$ cat src/rtl/serial_ctl_pkg.sv
package serial_ctl_pkg;
  parameter int ADDR_W = 8;
  parameter int DATA_W = 96;
  // first-sent bit at position 0: sequence 1,0,0,0,0,0,0,1
  parameter logic [ADDR_W-1:0] DEV_ID = 8'h81;
  // lanes of the input synchroniser
  parameter int LN_EN  = 0;
  parameter int LN_CLK = 1;
  parameter int LN_DAT = 2;
  parameter int N_LANE = 3;
endpackage

$ cat src/rtl/serial_ctl_sync.sv
module serial_ctl_sync #(
  parameter int N = 3
) (
  input  logic         clk,
  input  logic         rst_n,
  input  logic [N-1:0] raw,
  output logic [N-1:0] lvl,
  output logic [N-1:0] rise,
  output logic [N-1:0] fall
);
  logic [N-1:0] meta_q, sync_q, dly_q;

  for (genvar g = 0; g < N; g++) begin : g_lane
    always_ff @(posedge clk or negedge rst_n) begin
      if (!rst_n) begin
        meta_q[g] <= 1'b0;
        sync_q[g] <= 1'b0;
        dly_q[g]  <= 1'b0;
      end else begin
        meta_q[g] <= raw[g];
        sync_q[g] <= meta_q[g];
        dly_q[g]  <= sync_q[g];
      end
    end
    assign lvl[g]  = sync_q[g];
    assign rise[g] = sync_q[g] & ~dly_q[g];
    assign fall[g] = ~sync_q[g] & dly_q[g];
  end
endmodule

$ cat src/rtl/serial_ctl_addr.sv
module serial_ctl_addr #(
  parameter int                ADDR_W = 8,
  parameter logic [ADDR_W-1:0] DEV_ID = '0
) (
  input  logic clk,
  input  logic rst_n,
  input  logic en_lvl,
  input  logic en_rise,
  input  logic bit_stb,
  input  logic bit_val,
  output logic addr_ok
);
  localparam int CNT_W   = $clog2(ADDR_W + 2);
  localparam int CNT_CAP = ADDR_W + 1;

  logic [ADDR_W-1:0] sh_q, sh_d;
  logic [CNT_W-1:0]  cnt_q, cnt_d;
  logic              ok_q, ok_d;

  always_comb begin
    sh_d  = sh_q;
    cnt_d = cnt_q;
    ok_d  = ok_q;
    if (en_rise) begin
      ok_d  = (cnt_q == CNT_W'(ADDR_W)) && (sh_q == DEV_ID);
      sh_d  = '0;
      cnt_d = '0;
    end else if (bit_stb && !en_lvl) begin
      sh_d = {bit_val, sh_q[ADDR_W-1:1]};
      if (cnt_q != CNT_W'(CNT_CAP)) cnt_d = cnt_q + 1'b1;
    end
  end

  always_ff @(posedge clk or negedge rst_n) begin
    if (!rst_n) begin
      sh_q  <= '0;
      cnt_q <= '0;
      ok_q  <= 1'b0;
    end else begin
      sh_q  <= sh_d;
      cnt_q <= cnt_d;
      ok_q  <= ok_d;
    end
  end

  assign addr_ok = ok_q;


  addr_clear_chk: assert property (@(posedge clk) disable iff (!rst_n)
    en_rise |=> (cnt_q == '0) && (sh_q == '0));
endmodule

$ cat src/rtl/serial_ctl_data.sv
module serial_ctl_data #(
  parameter int DATA_W = 96
) (
  input  logic                         clk,
  input  logic                         rst_n,
  input  logic                         en_lvl,
  input  logic                         en_rise,
  input  logic                         bit_stb,
  input  logic                         bit_val,
  output logic [DATA_W-1:0]            word,
  output logic [$clog2(DATA_W+2)-1:0]  cnt
);
  localparam int CNT_W   = $clog2(DATA_W + 2);
  localparam int CNT_CAP = DATA_W + 1;

  logic [DATA_W-1:0] sh_q, sh_d;
  logic [CNT_W-1:0]  cnt_q, cnt_d;

  always_comb begin
    sh_d  = sh_q;
    cnt_d = cnt_q;
    if (en_rise) begin
      cnt_d = '0;
    end else if (bit_stb && en_lvl) begin
      sh_d = {bit_val, sh_q[DATA_W-1:1]};
      if (cnt_q != CNT_W'(CNT_CAP)) cnt_d = cnt_q + 1'b1;
    end
  end

  always_ff @(posedge clk or negedge rst_n) begin
    if (!rst_n) begin
      sh_q  <= '0;
      cnt_q <= '0;
    end else begin
      sh_q  <= sh_d;
      cnt_q <= cnt_d;
    end
  end

  assign word = sh_q;
  assign cnt  = cnt_q;


  data_idle_chk: assert property (@(posedge clk) disable iff (!rst_n)
    (!en_lvl && !en_rise) |=> $stable(cnt_q));
endmodule

$ cat src/rtl/serial_ctl_rx.sv
module serial_ctl_rx
  import serial_ctl_pkg::*;
(
  input  logic              clk,
  input  logic              rst_n,
  input  logic              ser_en,
  input  logic              ser_clk,
  input  logic              ser_dat,
  output logic [DATA_W-1:0] ctl_word,
  output logic              ctl_new
);
  localparam int DCNT_W = $clog2(DATA_W + 2);

  logic              rst_a_q, rst_b_q, rst_sn;
  logic [N_LANE-1:0] raw, lvl, rise, fall;
  logic              bit_stb, addr_ok;
  logic [DATA_W-1:0] col_word;
  logic [DCNT_W-1:0] col_cnt;
  logic [DATA_W-1:0] word_q, word_d;
  logic              new_q, new_d, commit;

  always_ff @(posedge clk or negedge rst_n) begin
    if (!rst_n) begin
      rst_a_q <= 1'b0;
      rst_b_q <= 1'b0;
    end else begin
      rst_a_q <= 1'b1;
      rst_b_q <= rst_a_q;
    end
  end
  assign rst_sn = rst_b_q;

  assign raw[LN_EN]  = ser_en;
  assign raw[LN_CLK] = ser_clk;
  assign raw[LN_DAT] = ser_dat;

  serial_ctl_sync #(.N(N_LANE)) i_sync (
    .clk(clk), .rst_n(rst_sn), .raw(raw), .lvl(lvl), .rise(rise), .fall(fall)
  );

  // a serial clock edge coinciding with an enable edge is dropped
  assign bit_stb = rise[LN_CLK] & ~rise[LN_EN] & ~fall[LN_EN];

  serial_ctl_addr #(.ADDR_W(ADDR_W), .DEV_ID(DEV_ID)) i_addr (
    .clk(clk), .rst_n(rst_sn), .en_lvl(lvl[LN_EN]), .en_rise(rise[LN_EN]),
    .bit_stb(bit_stb), .bit_val(lvl[LN_DAT]), .addr_ok(addr_ok)
  );

  serial_ctl_data #(.DATA_W(DATA_W)) i_data (
    .clk(clk), .rst_n(rst_sn), .en_lvl(lvl[LN_EN]), .en_rise(rise[LN_EN]),
    .bit_stb(bit_stb), .bit_val(lvl[LN_DAT]), .word(col_word), .cnt(col_cnt)
  );

  assign commit = fall[LN_EN] && addr_ok && (col_cnt == DCNT_W'(DATA_W));

  always_comb begin
    word_d = word_q;
    new_d  = 1'b0;
    if (commit) begin
      word_d = col_word;
      new_d  = 1'b1;
    end
  end

  always_ff @(posedge clk or negedge rst_sn) begin
    if (!rst_sn) begin
      word_q <= '0;
      new_q  <= 1'b0;
    end else begin
      word_q <= word_d;
      new_q  <= new_d;
    end
  end

  assign ctl_word = word_q;
  assign ctl_new  = new_q;


  strobe_pulse_chk: assert property (@(posedge clk) disable iff (!rst_sn)
    new_q |=> !new_q);

  commit_gate_chk: assert property (@(posedge clk) disable iff (!rst_sn)
    new_q |-> $past(addr_ok && (col_cnt == DCNT_W'(DATA_W)) && fall[LN_EN]));

  word_hold_chk: assert property (@(posedge clk) disable iff (!rst_sn)
    !new_q |-> $stable(word_q));
endmodule

$ cat config.mk
export PLATFORM = sky130hd
export DESIGN_NAME = serial_ctl_rx
export DESIGN_NICKNAME = d
export VERILOG_FILES = /design/src/rtl/serial_ctl_pkg.sv /design/src/rtl/serial_ctl_sync.sv /design/src/rtl/serial_ctl_addr.sv /design/src/rtl/serial_ctl_data.sv /design/src/rtl/serial_ctl_rx.sv
export SDC_FILE = /design/constraint.sdc
export NUM_CORES = 1
export LEC_CHECK = 0
export ABC_AREA = 1
export BUFFER_PORTS_ARGS = -buffer_cell sky130_fd_sc_hd__buf_2
export CORE_MARGIN = 2
export CORE_UTILIZATION = 50
export CTS_CLUSTER_SIZE = 40
export DETAILED_ROUTE_END_ITERATION = 12
export GPL_TIMING_DRIVEN = 0
export MAX_ROUTING_LAYER = met4
export PLACE_DENSITY = 0.75
export SLEW_MARGIN = 20
export SYNTH_ARGS = -nofsm -noshare
export SYNTH_HDL_FRONTEND = slang
export SYNTH_HIERARCHICAL = 1
export SYNTH_SLANG_ARGS = --single-unit
$ cat constraint.sdc
create_clock -name clk -period 9.15 [get_ports clk]
set_input_delay 0.4575 -clock clk [delete_from_list [all_inputs] [get_ports clk]]
set_output_delay 0.4575 -clock clk [all_outputs]
set_load 0.03 [all_outputs]
==> metrics.md <==
| Metric | Value |
|---|---|
| All-layer global routing usage | 0.2063 |
| Post-Syn Area | 9057 sq um |
| Clk buf depth | 3 |
| Diodes inserted | 0 |
| Fmax | 442.6 MHz |
| Share of cells above drive strength 1 | 0.1723 |
| RD Place Congestion | 0.8304 |
| Setup slack after layout | 6.891 ns |
| CTS Sinks | 223 |
| Kind of critical path | register to register |
| RR Startpoint | i_sync/lvl[0]$_DFF_PN0_ |
| Tmin final | 2.259 ns |
| CTS tree | yes |
| Initial Util | 0.5077 |
| Critical path fanouts, max | 10 |
| Chip Height | between 100 and 150 um |
| Outcome | complete, no violations |
| Final worst-path cycle share | 0.2469 |
| Clk pin slew, worst setup/hold paths | 0.06 ns |
| Initial antenna violation count | 0 |
| Hold WS | 0.04952 ns |
| Vias | about 7000 |
| Hold_sp | ser_dat |
| Final Hold Viols | 0 |
| Post-CTS Resized | 0 |
| Total Wirelength | 19120 um |
| Core Util, Final | 0.6024 |
| Dpl ws | 6.889 ns |
| Type of destination of the critical path | register |
| Die Width | 138.6 um |
| Most frequent CP cell | nand2_1 |
| Slowest CP cell | dfrtp_1 |
| Layout Nets | 1149 |
| Htree depth | 1 |
| # IOs | about 100 |
| Die Area | 19210 sq um |
| Slew headroom | 0.6028 |
| P_leak | ~6.2 nW |
| YS warnings | 6 |
| Syn Nets | 1017 |
| I/O Buffers | 101 |
| Area delta synth->final | 18.66% |
| WP data arrival | 2.70 ns |
| CP required | 9.60 ns |
| Critical path, cell by cell | inv_1, nor2_1, nor3b_1, nand2_1, nor2_4, inv_2, buf_6, buf_2, nand2_1, nand2_1 |
| Slew @ Worst Pin | 0.5937 ns |
| Unrepaired setup endpoints after global routing | false |
| Worst skew pair latency | 0.51 ns |
| Reg area | 5584 sq um |
| Cell count after synthesis | 1007 |
| Vias per cell | 5.061 |
| Total power | 2.013 mW |
| Critical Path Source | i_sync/lvl[0]$_DFF_PN0_ |
| Fin. max-slew vios | 0 |
| CTS root buffer | clkbuf_16 |
| Filler cell count | 1477 |
| Core ar. | 17840 sq um |
| Inserted Clock Buffers | 24 |
| Max cap viols | 0 |
| Final HPWL DP | 12870 um |
| Final setup fails | 0 |
| DRT antenna net count | 0 |
| # DRC | 0 |
| Largest net degree at the start of global routing | 59 |
| First-pass GRT wire length | ~32000 um |
| Grt total ovfl | 0 |
| Pre-antenna DRT Iters | 4 |
| Area of the multi-input gates | ~3000 sq um |
| Hold Crit Class | input port to register |
| CP peak stage delay | between 0.5 and 0.6 ns |
| Initial DRC Count | 413 |
| Setup TNS | 0 ns |
| Number of global-route vias before repair | 6572 |
| Layout Skew | 0.01300 ns |
| WL/cell | 13.82 um |
| Startpoint type of the worst setup path | register |
| Cell row count | 49 |
| Worst VDD drop | about 130 uV |
| Synthesized area per cell | between 8 and 9 sq um |
| Power Density | 187.3 nW/um^2 |
==> where the power goes <==
group          internal, mW  switching (mW)  total [mW]
clock                 0.570           0.371       0.941
sequential            0.996          0.0116        1.01
combinational        0.0166          0.0487      0.0652
==> what timing repair did <==
action / CTS / global route
hold buffers: 1 / 0
buffers inserted: 0 / 0
endpoints found under the hold margin: 2 / 0
==> state kept, by name, summed over array words and instances (netlist names) <==
name,count
ctl_new,1
ctl_word,96
i_addr/addr_ok,1
i_addr/cnt_q,4
i_addr/sh_q,8
i_data/cnt,7
i_data/word,96
i_sync/dly_q,2
i_sync/lvl,3
i_sync/meta_q,3
rst_a_q,1
rst_b_q,1
==> routing by layer <==
| metal | wire length, um | global-route usage | part of all wire |
|---|---|---|---|
| met1 | 8964 | 0.2969 | 0.47 |
| met2 | 8652 | 0.3088 | 0.45 |
| met3 | 1064 | 0.03591 | 0.056 |
| met4 | 440 | 0.05209 | 0.023 |
| met5 | 0 | - | 0 |
==> critical path, delay by kind of cell, from the launching register on <==
family,cells,cell delay (ns)
buf+inv,4,0.64
flops,1,0.52
simple gates,6,1.04
==> cell type report <==
| class | instances | share of cell area |
|---|---|---|
| Inverter | 32 | 0.01118 |
| Timing Repair Buffer | 106 | 0.05751 |
| Clock inverter | 2 | 0.0009313 |
| Tap cell | 229 | 0.02666 |
| Sequential cell | 223 | 0.5196 |
| Buffer | 63 | 0.03120 |
| Clock buffer | 40 | 0.07183 |
| Multi-Input combinational cell | 689 | 0.2811 |
==> through the flow <==
stage | instance area (sq um) | std cells
2_1_floorplan | 9057 | 1007
4_1_cts | 10750 | 1384
3_5_place_dp | 9956 | 1341
3_3_place_gp | 9849 | 1337
5_1_grt | 10750 | 1384
6_report | 10750 | 1384
==> worst paths after layout <==
| check | to | slack [ns] | cells past startpoint |
|---|---|---|---|
| min | i_sync/meta_q[2]$_DFF_PN0_ | 0.05 | 1 |
| max | i_data/word[60]$_DFFE_PN0P_ | 6.89 | 10 |
| min reg2reg | ctl_word[28]$_DFFE_PN0P_ | 0.27 | 0 |
| max in group asynchronous | ctl_word[86]$_DFFE_PN0P_ | 7.93 | 2 |
| min in group asynchronous | rst_a_q$_DFF_PN0_ | 0.26 | 2 |
| max reg2reg | i_data/word[60]$_DFFE_PN0P_ | 6.89 | 10 |
==> cells in the final DEF (no fill, tap or decap), types with 2 or more instances in the layout <==
master	n
buf_1	7
buf_16	3
buf_2	132
buf_4	4
buf_6	6
clkbuf_1	21
clkbuf_16	25
clkbuf_8	9
clkinv_2	2
dfrtp_1	222
ha_1	5
inv_1	27
inv_2	5
nand2_1	518
nand3_1	19
nand3_2	3
nand4_1	101
nor2_1	10
nor2_2	3
nor2_4	3
nor3_1	2
o21ai_0	10
o21ai_1	5
o21bai_1	3
xor2_1	2
Power figures use the tool's default switching activity.
